[src/rtl/ext_irq_pkg.sv]
package ext_irq_pkg;
  typedef enum logic [1:0] {
    SENSE_FALL_LOW = 2'b00,
    SENSE_RISE     = 2'b01,
    SENSE_FALL     = 2'b10,
    SENSE_BOTH     = 2'b11
  } sense_e;

  localparam int unsigned CFG_W      = 8;
  localparam int unsigned FLD_HI_LSB = 6;
  localparam int unsigned FLD_LO_LSB = 3;
endpackage

[src/rtl/pin_sync.sv]
module pin_sync #(
  parameter int unsigned W      = 4,
  parameter int unsigned STAGES = 2
) (
  input  logic         clk_i,
  input  logic         rst_ni,
  input  logic [W-1:0] d_i,
  output logic [W-1:0] q_o
);
  logic [W-1:0] stage_q [STAGES];

  // pins idle high; reset to ones so no edge appears on release
  always_ff @(posedge clk_i or negedge rst_ni) begin
    if (!rst_ni) begin
      for (int i = 0; i < STAGES; i++) stage_q[i] <= '1;
    end else begin
      stage_q[0] <= d_i;
      for (int i = 1; i < STAGES; i++) stage_q[i] <= stage_q[i-1];
    end
  end

  assign q_o = stage_q[STAGES-1];
endmodule

[src/rtl/sense_cfg_reg.sv]
module sense_cfg_reg
  import ext_irq_pkg::*;
(
  input  logic             clk_i,
  input  logic             rst_ni,
  input  logic             we_i,
  input  logic             unlock_i,
  input  logic [CFG_W-1:0] wdata_i,
  output sense_e           fld_hi_o,
  output sense_e           fld_lo_o,
  output logic [CFG_W-1:0] rdata_o
);
  sense_e fld_hi_q, fld_lo_q;
  logic   unused_bits;

  assign unused_bits = ^{wdata_i[5], wdata_i[2:0]};

  always_ff @(posedge clk_i or negedge rst_ni) begin
    if (!rst_ni) begin
      fld_hi_q <= SENSE_FALL_LOW;
      fld_lo_q <= SENSE_FALL_LOW;
    end else if (we_i && unlock_i) begin
      fld_hi_q <= sense_e'(wdata_i[FLD_HI_LSB +: 2]);
      fld_lo_q <= sense_e'(wdata_i[FLD_LO_LSB +: 2]);
    end
  end

  always_comb begin
    rdata_o = '0;
    rdata_o[FLD_HI_LSB +: 2] = fld_hi_q;
    rdata_o[FLD_LO_LSB +: 2] = fld_lo_q;
  end

  assign fld_hi_o = fld_hi_q;
  assign fld_lo_o = fld_lo_q;


  locked_write_chk: assert property (@(posedge clk_i) disable iff (!rst_ni)
    (we_i && !unlock_i) |=> ($stable(fld_hi_q) && $stable(fld_lo_q)));


  open_write_chk: assert property (@(posedge clk_i) disable iff (!rst_ni)
    (we_i && unlock_i) |=> (rdata_o[7:6] == $past(wdata_i[7:6]) &&
                            rdata_o[4:3] == $past(wdata_i[4:3])));


  spare_zero_chk: assert property (@(posedge clk_i) disable iff (!rst_ni)
    (rdata_o[5] == 1'b0) && (rdata_o[2:0] == 3'b000));
endmodule

[src/rtl/group_detect.sv]
module group_detect
  import ext_irq_pkg::*;
#(
  parameter int unsigned W = 4
) (
  input  logic         clk_i,
  input  logic         rst_ni,
  input  logic [W-1:0] pin_s_i,
  input  sense_e       mode_i,
  input  logic         ack_i,
  output logic         irq_o
);
  logic lvl, lvl_q, rise, fall, evt, pend_q;

  // group reads low when any pin is low
  assign lvl  = &pin_s_i;
  assign rise = lvl & ~lvl_q;
  assign fall = ~lvl & lvl_q;

  always_ff @(posedge clk_i or negedge rst_ni) begin
    if (!rst_ni) lvl_q <= 1'b1;
    else         lvl_q <= lvl;
  end

  always_comb begin
    unique case (mode_i)
      SENSE_FALL_LOW: evt = ~lvl;
      SENSE_RISE:     evt = rise;
      SENSE_FALL:     evt = fall;
      default:        evt = rise | fall;
    endcase
  end

  // event wins over a same-cycle acknowledge
  always_ff @(posedge clk_i or negedge rst_ni) begin
    if (!rst_ni)    pend_q <= 1'b0;
    else if (evt)   pend_q <= 1'b1;
    else if (ack_i) pend_q <= 1'b0;
  end

  assign irq_o = pend_q;


  level_hold_chk: assert property (@(posedge clk_i) disable iff (!rst_ni)
    (mode_i == SENSE_FALL_LOW && !(&pin_s_i)) |=> irq_o);


  rise_set_chk: assert property (@(posedge clk_i) disable iff (!rst_ni)
    ((mode_i == SENSE_RISE || mode_i == SENSE_BOTH) && (&pin_s_i) && !lvl_q) |=> irq_o);


  fall_set_chk: assert property (@(posedge clk_i) disable iff (!rst_ni)
    ((mode_i == SENSE_FALL || mode_i == SENSE_BOTH) && !(&pin_s_i) && lvl_q) |=> irq_o);


  no_spurious_chk: assert property (@(posedge clk_i) disable iff (!rst_ni)
    (!irq_o && mode_i != SENSE_FALL_LOW && ((&pin_s_i) == lvl_q)) |=> !irq_o);


  ack_clear_chk: assert property (@(posedge clk_i) disable iff (!rst_ni)
    (ack_i && mode_i != SENSE_FALL_LOW && ((&pin_s_i) == lvl_q)) |=> !irq_o);
endmodule

[src/rtl/ext_irq_sense_unit.sv]
module ext_irq_sense_unit
  import ext_irq_pkg::*;
#(
  parameter int unsigned G0_W = 4,
  parameter int unsigned G1_W = 4,
  parameter int unsigned G2_W = 4,
  parameter int unsigned G3_W = 3,
  parameter int unsigned SYNC_STAGES = 2,
  localparam int unsigned NUM_GRP = 4,
  localparam int unsigned PIN_W   = G0_W + G1_W + G2_W + G3_W
) (
  input  logic               clk_i,
  input  logic               rst_ni,
  input  logic [PIN_W-1:0]   pins_i,
  input  logic               irq_mask_i,
  input  logic               cfg_we_i,
  input  logic [CFG_W-1:0]   cfg_wdata_i,
  input  logic [NUM_GRP-1:0] ack_i,
  output logic [NUM_GRP-1:0] irq_o,
  output logic [CFG_W-1:0]   cfg_rdata_o
);
  function automatic int unsigned grp_w(int unsigned g);
    case (g)
      0:       return G0_W;
      1:       return G1_W;
      2:       return G2_W;
      default: return G3_W;
    endcase
  endfunction

  function automatic int unsigned grp_off(int unsigned g);
    int unsigned o = 0;
    for (int unsigned i = 0; i < g; i++) o += grp_w(i);
    return o;
  endfunction

  sense_e fld_hi, fld_lo;

  sense_cfg_reg u_cfg (
    .clk_i    (clk_i),
    .rst_ni   (rst_ni),
    .we_i     (cfg_we_i),
    .unlock_i (irq_mask_i),
    .wdata_i  (cfg_wdata_i),
    .fld_hi_o (fld_hi),
    .fld_lo_o (fld_lo),
    .rdata_o  (cfg_rdata_o)
  );

  for (genvar g = 0; g < NUM_GRP; g++) begin : g_grp
    localparam int unsigned GW  = grp_w(g);
    localparam int unsigned OFF = grp_off(g);
    logic [GW-1:0] pin_s;
    sense_e        mode;

    // groups 0,1 follow the upper field, groups 2,3 the lower
    assign mode = (g < 2) ? fld_hi : fld_lo;

    pin_sync #(.W(GW), .STAGES(SYNC_STAGES)) u_sync (
      .clk_i  (clk_i),
      .rst_ni (rst_ni),
      .d_i    (pins_i[OFF +: GW]),
      .q_o    (pin_s)
    );

    group_detect #(.W(GW)) u_det (
      .clk_i   (clk_i),
      .rst_ni  (rst_ni),
      .pin_s_i (pin_s),
      .mode_i  (mode),
      .ack_i   (ack_i[g]),
      .irq_o   (irq_o[g])
    );
  end
endmodule

[config.mk]
export PLATFORM = sky130hd
export DESIGN_NAME = ext_irq_sense_unit
export DESIGN_NICKNAME = d
export VERILOG_FILES = /design/src/rtl/ext_irq_pkg.sv /design/src/rtl/pin_sync.sv /design/src/rtl/sense_cfg_reg.sv /design/src/rtl/group_detect.sv /design/src/rtl/ext_irq_sense_unit.sv
export SDC_FILE = /design/constraint.sdc
export NUM_CORES = 1
export LEC_CHECK = 0
export ABC_AREA = 1
export BUFFER_PORTS_ARGS = -buffer_cell sky130_fd_sc_hd__buf_2
export CAP_MARGIN = 15
export CORE_MARGIN = 2
export CORE_UTILIZATION = 23
export CTS_BUF_LIST = sky130_fd_sc_hd__clkbuf_8
export DETAILED_ROUTE_END_ITERATION = 8
export SYNTH_ARGS = -nofsm -noshare
export SYNTH_HDL_FRONTEND = slang
export SYNTH_SLANG_ARGS = --single-unit
[constraint.sdc]
create_clock -name clk_i -period 1.8 [get_ports clk_i]
set_input_delay 0.18 -clock clk_i [delete_from_list [all_inputs] [get_ports clk_i]]
set_output_delay 0.18 -clock clk_i [all_outputs]
set_load 0.02 [all_outputs]
==> results.md, run 1 <==
* Clock tree from TritonCTS: yes
* Max cap viols at 0
* Most Frequent Cell on Critical Path: nor2_1
* Cell taking the most area after synthesis: dfstp_2
* Die Width at ~87 um
* Fraction of final layout cells sized beyond drive strength 1 at 43.09%
* Residual overflow from global routing at 0
* Count of flip-flops with a built-in enable after synthesis at 0
* Average footprint of a synthesized cell at 11.82 um2
* Total Power at 2.055 mW
* Placer congestion estimate at 0.7988
* Area of the core at approximately 0.0067 mm2
* Sum Neg Setup Slack at 0 ns
* Leading cell type by number of instances after synthesis: dfstp_2
* Largest stage delay, worst path at 0.52 ns
* Main area contributors after synthesis: dfstp_2, dfrtp_1, ha_1
* Register area share after synthesis at 69.04%
* Total power divided by cell area at 984.6 mW/mm2
* Antenna Cells at 0
* Async set-reset flop share out of synthesis at 100.0%
* Via count of the first global-routing pass at 905
* Remaining DRCs at 0
* Net Sw Power at 466.2 uW
* RSZ-0062 raised after global routing: false
* DR vias/cell at about 3.6
* Number of nets at the end of the flow at 226
* Bufs on Longest Clock Path at 2
* Cell types with the highest counts after synthesis: dfstp_2, nor2_1, inv_1
* Worst reg-to-reg setup slack at 0.32 ns
* TritonCTS Buffers at 5
* Type of the tightest min-delay check: input pin to async pin
* Combined global-route utilization of all metal layers at 7.110%
* Top Family by Delay on Critical Path: flip-flops
* Cells along the critical path: nand2_1 -> nor2_1 -> inv_1 -> ha_1 -> nor2_1 -> nor2_1 -> nand3_2
* Port Buffer Count at 34
* 1st-pass router iterations at 2
* CTS sink cnt at 42
* Count of synthesis-stage warnings from yosys at 0
* Die footprint at 0.007567 mm2
* Switching power as a share of total power at a little under a quarter
* Maximum fanout along the worst path at 3
* Required time worst endpoint at 1.96 ns
* CP startpoint kind: flip-flop
* Largest net degree at the start of global routing at 24
* Time the worst path needs with I/O delays and setup at 1.478 ns
* Routed Antenna Nets at 0
* Max frequency at 0.6765 GHz
* Internal at 1.589 mW
* Post-detail-place hpwl at 1758 um
* Number of buffer and inverter stages on the critical path at 1
* Cell type of the slowest stage on the worst timing path: dfstp_2
* Cell at the root of the clock tree: clkbuf_8
* Number of setup violations in the final report at 0
* Layout area overhead at 31.75%
* Clock latency reported for the late side of the worst-skew pair at 0.29 ns
* Run status: finished, final reports clean
* Post-synth top area share at 56.40%
* Endpoints failing hold at 0
* Static power due to leakage at 0.9838 nW
* Clock share of power at a little over a third
* Unique cell type count in the Yosys netlist at 13
* Initial antenna violation count at 0
* Clock-pin slew on the worst setup and hold paths at 0.08 ns
* Total via count in the routed design at 963
* Instance count of the mapped netlist at between 100 and 150
* Post-cts resize count at 0
* Synthesized area at 0.001584 mm2
* Arrival time of data at the critical path endpoint at 1.64 ns
* Site row count at 30
* Number of DRC violations after detailed-routing iteration 0 at 22
* Total Wirelength at 2354 um
* Count of pins over their slew limit at 0
* Number of storage elements in the synthesis netlist at 42
* Gate power share at 11.8%
* Global-route wire length before repair at 3988 um
* Count of pins on the block boundary at 43
* Worst-case clock skew at roughly 0.01 ns
* Top flip-flop cell by instance count after synthesis: dfstp_2
* Start-to-end type of the worst setup path: flip-flop to flip-flop
* Crit. End Element: flip-flop
* Share of power burned in registers at 52.4%
* DR WL/cell at 8.784 um
* Die Y-Extent at 86.99 um
* Largest vdd supply drop at 0.5049 mV
* Initial core utilization at 23.58%
* Ratio of final minimum period to clock period at about 82%
* H-tree depth at 2
==> power by group through the flow <==
stage / Sequential (mW) / Clock [mW] / Combinational [mW]
after detailed placement: 1.09 / 0 / 0.224
final: 1.08 / 0.735 / 0.243
after global routing: 1.09 / 0.820 / 0.275
after global placement: 1.09 / 0 / 0.222
after floorplan: 1.10 / 0 / 0.149
after CTS: 1.08 / 0.772 / 0.249
==> flip-flops by register name, indices dropped and copies added (netlist names) <==
name and count:
u_cfg.fld_hi_o 2, g_grp.u_det.lvl_q 4, g_grp.u_det.irq_o 4, u_cfg.fld_lo_o 2
g_grp.u_sync.stage_q 15, g_grp.u_sync.q_o 15
==> metal layers <==
| layer | GRT usage (%) | wire length [um] | part of all wire [%] |
|---|---|---|---|
| met1 | 8.760 | 1053 | 45 |
| met2 | 10.62 | 1113 | 47 |
| met3 | 1.991 | 111 | 4.7 |
| met4 | 5.114 | 76 | 3.2 |
| met5 | 0 | 0 | 0 |
==> timing repair <==
item / 4_1_cts / 5_1_grt
hold buffers: 15 / 0
setup buffers: 0 / 0
endpoints found under the hold margin: 15 / 0
==> layout by cell type (no fill, tap or decap), drive strengths merged <==
cell type	netlist	final
bufinv	0	1
o21ai	3	3
clkinv	4	4
buf	8	36
nand3	13	13
dfstp	34	34
ha	8	8
a21oi	4	4
nor2	21	21
conb	1	4
dlygate4sd3	0	15
inv	16	17
nand2	14	14
dfrtp	8	8
clkbuf	0	6
==> cells by family after synthesis <==
kind of cell | count (synthesis) | share of synthesized area [%]
buf+inv | 28 | 8.531
fa+ha+maj | 8 | 6.319
flops | 42 | 69.04
simple gates | 48 | 13.67
other cells | 1 | 0.2367
compound gates | 7 | 2.211
==> path summary, 6_finish.rpt <==
kind                                                           start                                   end  cells past startpoint
worst max-delay path                g_grp[2].u_sync.q_o[0]$_DFF_PN1_      g_grp[2].u_det.irq_o$_DFFE_PN0P_                      7
worst min-delay path                                          rst_ni  g_grp[1].u_sync.stage_q[5]$_DFF_PN1_                      1
worst max register to register      g_grp[2].u_sync.q_o[0]$_DFF_PN1_      g_grp[2].u_det.irq_o$_DFFE_PN0P_                      7
worst min register to register  g_grp[1].u_sync.stage_q[6]$_DFF_PN1_      g_grp[1].u_sync.q_o[2]$_DFF_PN1_                      0
max in group asynchronous                                     rst_ni  g_grp[2].u_sync.stage_q[4]$_DFF_PN1_                      2
min in group clk_i                                    cfg_wdata_i[6]         u_cfg.fld_hi_o[0]$_DFFE_PN0P_                      3
==> area by class of cell <==
| class | count | area [um2] |
|---|---|---|
| well taps | 80 | 100.1 |
| multi-input cells | 67 | 366.6 |
| clock buffers | 6 | 82.58 |
| repair buffers | 51 | 335.3 |
| inverters | 20 | 75.07 |
| fillers | 672 | 4632 |
| flip-flops and latches | 42 | 1094 |
| clock inverters | 2 | 33.78 |
==> per-stage QoR <==
stage / utilization, % / hold slack, ns / std cells / instance area [um2] / setup WS (ns)
2_1_floorplan: - / -0.1156 / 137 / 1595 / 0.4417
3_3_place_gp: 27.10 / 0.2854 / 245 / 1821 / 0.3595
3_5_place_dp: 27.10 / 0.2862 / 245 / 1821 / 0.3391
4_1_cts: 31.06 / 0.1241 / 268 / 2087 / 0.3267
5_1_grt: 31.06 / 0.1375 / 268 / 2087 / 0.1942
6_report: 31.06 / 0.1287 / 268 / 2087 / 0.3217
Power figures use the tool's default switching activity.
==> run 2: changes to the inputs <==
==> constraint.sdc (replaced) <==
create_clock -name clk_i -period 1.2 [get_ports clk_i]
set_input_delay 0.12 -clock clk_i [delete_from_list [all_inputs] [get_ports clk_i]]
set_output_delay 0.12 -clock clk_i [all_outputs]
set_load 0.02 [all_outputs]
==> run 2 against run 1 <==
Effect of this change: the flow now finishes with violations (negative setup slack); combinational power increased by 65%; hold slack lost 0.044 ns; die area did not move; worst setup slack worse by 0.45 ns; sequential power up 50%; largest cell class unchanged; largest power group unchanged.
==> results.md, run 2 (synthesized netlist as in run 1, its figures left out) <==
* Run status: finished with violations
* Violated checks: negative setup slack
* Max cap viols at 0 (unchanged)
* Total via count in the routed design at 1038 (+7.8%)
* Global-route wire length before repair at 4416 um (+11%)
* Via count of the first global-routing pass at 1010 (+12%)
* Total power divided by cell area at 1291 mW/mm2 (+31%)
* Top library cells by usage in the layout, fill and taps aside: dfstp_2, buf_2, nor2_1
* Time the worst path needs with I/O delays and setup at 1.331 ns (-0.1471 ns)
* Crit. End Element: flip-flop
* Final worst hold slack at 0.08494 ns (-0.04376 ns)
* Count of pins over their slew limit at 0 (unchanged)
* Cells along the critical path: nand2_2 -> nor2_4 -> inv_2 -> ha_4 -> nor2_1 -> nor2_1 -> nand3_2
* 1st-pass router iterations at 4 (+2)
* Combined global-route utilization of all metal layers at 7.726% (+0.62 points)
* DR vias/cell at 3.761 (+4.7%)
* Remaining DRCs at 0 (unchanged)
* Worst setup slack after placement at -0.1547 ns (-0.4937 ns)
* Maximum fanout along the worst path at 2 (-1)
* Clock latency reported for the late side of the worst-skew pair at 0.29 ns (about the same)
* Die Width at 86.99 um (unchanged)
* Total Wirelength at 2507 um (+6.5%)
* Post-placement cell count at 248 (+1.2%)
* Clock-pin slew on the worst setup and hold paths at 0.07 ns (about the same)
* Static power due to leakage at 1.016 nW (+3.2%)
* Ratio of final minimum period to clock period at 110.9% (+29 points)
* Post-detail-place hpwl at 1739 um (-1.1%)
* Top Family by Delay on Critical Path: flip-flops
* Arrival time of data at the critical path endpoint at 1.50 ns (-0.14 ns)
* Layout area overhead at 40.21%
* Count of pins on the block boundary at 43 (unchanged)
* Clock tree from TritonCTS: yes
* Sequential cell area at 0.001094 mm2 (unchanged)
* Initial core utilization at 23.58% (unchanged)
* H-tree depth at 2 (unchanged)
* Combined area of the multi-input logic cells at 449.2 um2 (+23%)
* Number of nets at the end of the flow at 235 (+4.0%)
* Cell at the root of the clock tree: clkbuf_8
* Total Power at 2.868 mW (+40%)
* Number of buffer and inverter stages on the critical path at 1 (unchanged)
* Residual overflow from global routing at 0 (unchanged)
* Final WS setup at -0.1312 ns (-0.4529 ns)
* Port Buffer Count at 34 (unchanged)
* CP startpoint kind: flip-flop
* TritonCTS Buffers at 5 (unchanged)
* Required time worst endpoint at 1.37 ns (-0.59 ns)
* CTS sink cnt at 42 (unchanged)
* Max frequency at 0.7512 GHz (+11%)
* DR WL/cell at 9.083 um (+3.4%)
* Start-to-end type of the worst setup path: flip-flop to flip-flop
* Site row count at 30 (unchanged)
* Antenna Cells at 0 (unchanged)
* Cell type of the slowest stage on the worst timing path: dfstp_2
* Most Frequent Cell on Critical Path: nor2_1
* Die footprint at 0.007567 mm2 (unchanged)
* Bufs on Longest Clock Path at 2 (unchanged)
* R2r worst-path depth at 7 (unchanged)
* Largest vdd supply drop at 0.7360 mV (+46%)
* RSZ-0062 raised after global routing: true
* Worst-case clock skew at 0.002375 ns (-0.007637 ns)
* Number of DRC violations after detailed-routing iteration 0 at 56 (+150%)
* FILL cells at 687 (+2.2%)
* Die Y-Extent at 86.99 um (unchanged)
* Placer congestion estimate at 0.8135 (+1.8%)
* Endpoints failing hold at 0 (unchanged)
* Final instance count without filler cells at 276 (+3.0%)
* Type of the tightest min-delay check: input pin to flip-flop
* Number of stages on the worst setup path at 7 (unchanged)
* Routed Antenna Nets at 0 (unchanged)
* Area of the core at 0.006719 mm2 (unchanged)
* Initial antenna violation count at 0 (unchanged)
* Largest net degree at the start of global routing at 43 (+79%)
* Worst Hold Path Cells at 3
* Number of setup violations in the final report at 3 (+3)
* Fraction of final layout cells sized beyond drive strength 1 at 55.61% (+13 points)
* Largest stage delay, worst path at 0.53 ns (about the same)
run 2: cell count changes in the layout (fill, tap and decap cells not counted), moves of 3 or more:
| cell | previous run | this run |
|---|---|---|
| buf_4 | 2 | 9 |
| nand2_1 | 14 | 7 |
| nand2_2 | 0 | 6 |
| inv_1 | 17 | 13 |
| inv_2 | 0 | 4 |
| ha_1 | 8 | 5 |
| nor2_1 | 21 | 18 |
| nor2_4 | 0 | 3 |
run 2: worst paths after layout:
kind                                                      start                                    to  slack, ns
setup / recovery               g_grp[0].u_sync.q_o[1]$_DFF_PN1_      g_grp[0].u_det.irq_o$_DFFE_PN0P_      -0.13
hold / removal                                   cfg_wdata_i[6]         u_cfg.fld_hi_o[0]$_DFFE_PN0P_       0.08
min in group asynchronous                                rst_ni         u_cfg.fld_hi_o[0]$_DFFE_PN0P_       0.34
setup reg to reg               g_grp[0].u_sync.q_o[1]$_DFF_PN1_      g_grp[0].u_det.irq_o$_DFFE_PN0P_      -0.13
max in group asynchronous                                rst_ni  g_grp[2].u_sync.stage_q[5]$_DFF_PN1_       0.61
hold reg to reg            g_grp[0].u_sync.stage_q[7]$_DFF_PN1_      g_grp[0].u_sync.q_o[3]$_DFF_PN1_       0.36
run 2: worst min-delay path: stages:
cell and delay [ns]:
buf_2 0.08, nor2_1 0.04, a21oi_1 0.09
run 2: metrics by stage:
stage               area, um2  setup TNS [ns]  util [%]
detailed placement       1874         -0.4662     27.90
finish                   2221         -0.2958     33.05
global route             2221         -0.6178     33.05
CTS                      2171         -0.3501     32.31
floorplan                1614         -0.2571         -
global placement         1874         -0.3709     27.90
run 2: repair_timing:
action	4_1_cts	5_1_grt
endpoints found under the hold margin	23	0
cloned	0	0
setup endpoints to repair	4	4
pin swaps	10	6
setup buffers	4	1
resized for setup	7	10
hold buffers	16	0
run 2: cell type report:
class	count	area share (%)
sequential	42	49.24
clock inverter	2	0.6761
timing repair buffer	60	18.82
clock buffer	5	3.099
inverter	20	3.437
multi-input combinational	67	20.23
tap	80	4.507
run 2: routing by layer:
metal	vias up	wire length, um	share of wire [%]	global-route usage, %
met5	-	0	0	0
met2	32	1250	50	12.49
met3	7	128	5.1	1.801
li1	517	-	-	-
met4	0	86	3.4	5.540
met1	482	1042	42	8.934
run 2: report_power, final:
group	internal, mW	total, mW	switching (mW)
combinational	0.175	0.402	0.227
sequential	1.56	1.62	0.0617
clock	0.396	0.844	0.447
==> run 3: changes to the inputs <==
--- a/config.mk
+++ b/config.mk
@@ -9,9 +9,10 @@
 export BUFFER_PORTS_ARGS = -buffer_cell sky130_fd_sc_hd__buf_2
 export CAP_MARGIN = 15
 export CORE_MARGIN = 2
-export CORE_UTILIZATION = 23
+export CORE_UTILIZATION = 48
 export CTS_BUF_LIST = sky130_fd_sc_hd__clkbuf_8
 export DETAILED_ROUTE_END_ITERATION = 8
+export PLACE_DENSITY = 0.77
 export SYNTH_ARGS = -nofsm -noshare
 export SYNTH_HDL_FRONTEND = slang
 export SYNTH_SLANG_ARGS = --single-unit
==> run 3 against run 2 <==
Effect of this change: the flow still finishes with violations (negative setup slack); die area fell by 50%; clock skew up 0.0037 ns; cell count is 13% lower; largest power group unchanged; highest routed layer unchanged.
==> results.md, run 3 (synthesized netlist as in run 1, its figures left out) <==
* Most Frequent Cell on Critical Path: nor2_1
* Total via count in the routed design at 1078 (+3.9%)
* Maximum fanout along the worst path at 2 (unchanged)
* Largest stage delay, worst path at 0.53 ns (about the same)
* Clock-pin slew on the worst setup and hold paths at 0.08 ns (about the same)
* Global-route wire length before repair at 4250 um (-3.8%)
* Ratio of final minimum period to clock period at 114.4% (+3.5 points)
* Clock tree from TritonCTS: yes
* Site row count at 20 (-33%)
* Top Family by Delay on Critical Path: flip-flops
* CTS sink cnt at 42 (unchanged)
* Worst-case clock skew at 0.006085 ns (+0.003710 ns)
* RSZ-0062 raised after global routing: true
* Count of pins over their slew limit at 0 (unchanged)
* Final WS setup at -0.1734 ns (-0.04221 ns)
* Endpoints failing hold at 0 (unchanged)
* Fraction of final layout cells sized beyond drive strength 1 at 55.84% (+0.23 points)
* Share of the core filled with cells in the final layout at 71.13% (+38 points)
* H-tree depth at 2 (unchanged)
* TritonCTS Buffers at 5 (unchanged)
* Area of the core at 0.003103 mm2 (-54%)
* Fraction of met1 tracks used by global routing at 17.45% (+8.5 points)
* Bufs on Longest Clock Path at 2 (unchanged)
* Cell type of the slowest stage on the worst timing path: dfstp_2
* Count of pins on the block boundary at 43 (unchanged)
* Largest vdd supply drop at 0.8134 mV (+11%)
* Most used routing layer in global routing: met2
* DR vias/cell at 4.473 (+19%)
* Number of stages on the worst setup path at 7 (unchanged)
* Number of DRC violations after detailed-routing iteration 0 at 36 (-36%)
* Sum Neg Setup Slack at -0.4005 ns (-0.1048 ns)
* Die Width at 61.45 um (-29%)
* Max frequency at 0.7281 GHz (-3.1%)
* Number of setup violations in the final report at 3 (unchanged)
* Die Y-Extent at 61.45 um (-29%)
* Total Wirelength at 2724 um (+8.7%)
* Top library cells by usage in the layout, fill and taps aside: dfstp_2, buf_2, dlygate4sd3_1
* Largest net degree at the start of global routing at 25 (-42%)
* Remaining DRCs at 0 (unchanged)
* Die footprint at 0.003775 mm2 (-50%)
* Antenna Cells at 0 (unchanged)
* Static power due to leakage at 1.029 nW (+1.3%)
* Via count of the first global-routing pass at 1073 (+6.2%)
* Routed Antenna Nets at 0 (unchanged)
* Initial core utilization at 51.05% (+27 points)
* Initial antenna violation count at 0 (unchanged)
* Final instance count without filler cells at 241 (-13%)
* 1st-pass router iterations at 4 (unchanged)
* Total power divided by cell area at 1412 mW/mm2 (+9.3%)
* Global routing usage on met3 at 5.882% (+4.1 points)
* DR WL/cell at 11.30 um (+24%)
* Clock latency reported for the late side of the worst-skew pair at 0.29 ns (about the same)
* Layout area overhead at 39.34%
* Placer congestion estimate at 0.8039 (-1.2%)
* Start-to-end type of the worst setup path: flip-flop to flip-flop
* Type of the tightest min-delay check: input pin to flip-flop
* Number of nets at the end of the flow at 235 (unchanged)
* Combined global-route utilization of all metal layers at 16.19% (+8.5 points)
* Arrival time of data at the critical path endpoint at 1.54 ns (+0.04 ns)
* Number of buffer and inverter stages on the critical path at 1 (unchanged)
* Required time worst endpoint at 1.36 ns (about the same)
* CP startpoint kind: flip-flop
* Time the worst path needs with I/O delays and setup at 1.373 ns (+0.04221 ns)
* Crit. End Element: flip-flop
* Worst setup slack after placement at -0.1409 ns (+0.01378 ns)
* R2r worst-path depth at 7 (unchanged)
* Worst Hold Path Cells at 3 (unchanged)
* Cell at the root of the clock tree: clkbuf_8
* Violated checks: negative setup slack
* Run status: finished with violations
* Post-detail-place hpwl at 1716 um (-1.3%)
* Residual overflow from global routing at 0 (unchanged)
* Post-placement cell count at 212 (-15%)
* Cells along the critical path: nand2_2 -> nor2_2 -> inv_1 -> ha_1 -> nor2_1 -> nor2_1 -> nand3_2
* Port Buffer Count at 34 (unchanged)
* Met2 usage at 27.81% (+15 points)
* Max cap viols at 0 (unchanged)
run 3: cell count changes in the layout (fill, tap and decap cells not counted), sizes merged:
| cell | delta |
|---|---|
| bufinv | +1 |
| clkinv | +1 |
| clkinvlp | -1 |
run 3: worst paths after layout:
check / start / endpoint / slack, ns
setup reg to reg: g_grp[2].u_sync.q_o[2]$_DFF_PN1_ / g_grp[2].u_det.irq_o$_DFFE_PN0P_ / -0.17
hold reg to reg: g_grp[2].u_sync.stage_q[4]$_DFF_PN1_ / g_grp[2].u_sync.q_o[0]$_DFF_PN1_ / 0.35
hold / removal: cfg_wdata_i[3] / u_cfg.fld_lo_o[0]$_DFFE_PN0P_ / 0.08
min in group asynchronous: rst_ni / g_grp[0].u_det.irq_o$_DFFE_PN0P_ / 0.33
max in group asynchronous: rst_ni / g_grp[2].u_sync.stage_q[4]$_DFF_PN1_ / 0.33
setup / recovery: g_grp[2].u_sync.q_o[2]$_DFF_PN1_ / g_grp[2].u_det.irq_o$_DFFE_PN0P_ / -0.17
run 3: stage by stage:
step / instance area (um2) / power [mW] / hold slack (ns)
CTS: 2135 / 3.114 / 0.07596
detailed placement: 1829 / 1.986 / 0.08362
global placement: 1829 / 1.966 / 0.06358
floorplan: 1614 / 1.875 / -0.1756
finish: 2207 / 3.116 / 0.08020
global route: 2207 / 3.266 / 0.1038
run 3: routing by layer:
layer  wire length, um  up-vias  share of wire [%]
met1              1068      511                 39
met3               159        8                5.8
met2              1417       40                 52
met5                 0        -                  0
met4                79        0                2.9
li1                  -      519                  -
run 3: cell type report:
class,count,area (um2)
Sequential cell,42,1094
Fill cell,219,895.9
Multi-Input combinational cell,67,454.2
Timing Repair Buffer,60,417.9
Inverter,20,76.32
Clock buffer,5,68.82
Tap cell,44,55.05
Clock inverter,3,41.29
run 3: timing repair:
action	CTS	global route
hold buffers	16	0
endpoints found under the hold margin	19	0
buffers inserted	2	3
cloned	0	0
endpoints found under the setup margin	4	4
pin swaps	7	10
resized for setup	6	10
run 3: tightest hold or removal path: cells and delay by family:
family,cells,cell delay (ns)
compound gates,1,0.10
buf+inv,1,0.07
simple gates,1,0.03
run 3: power breakdown:
group,switching [mW],internal (mW)
Clock,0.465,0.612
Combinational,0.237,0.178
Sequential,0.0644,1.56
Total,0.766,2.35
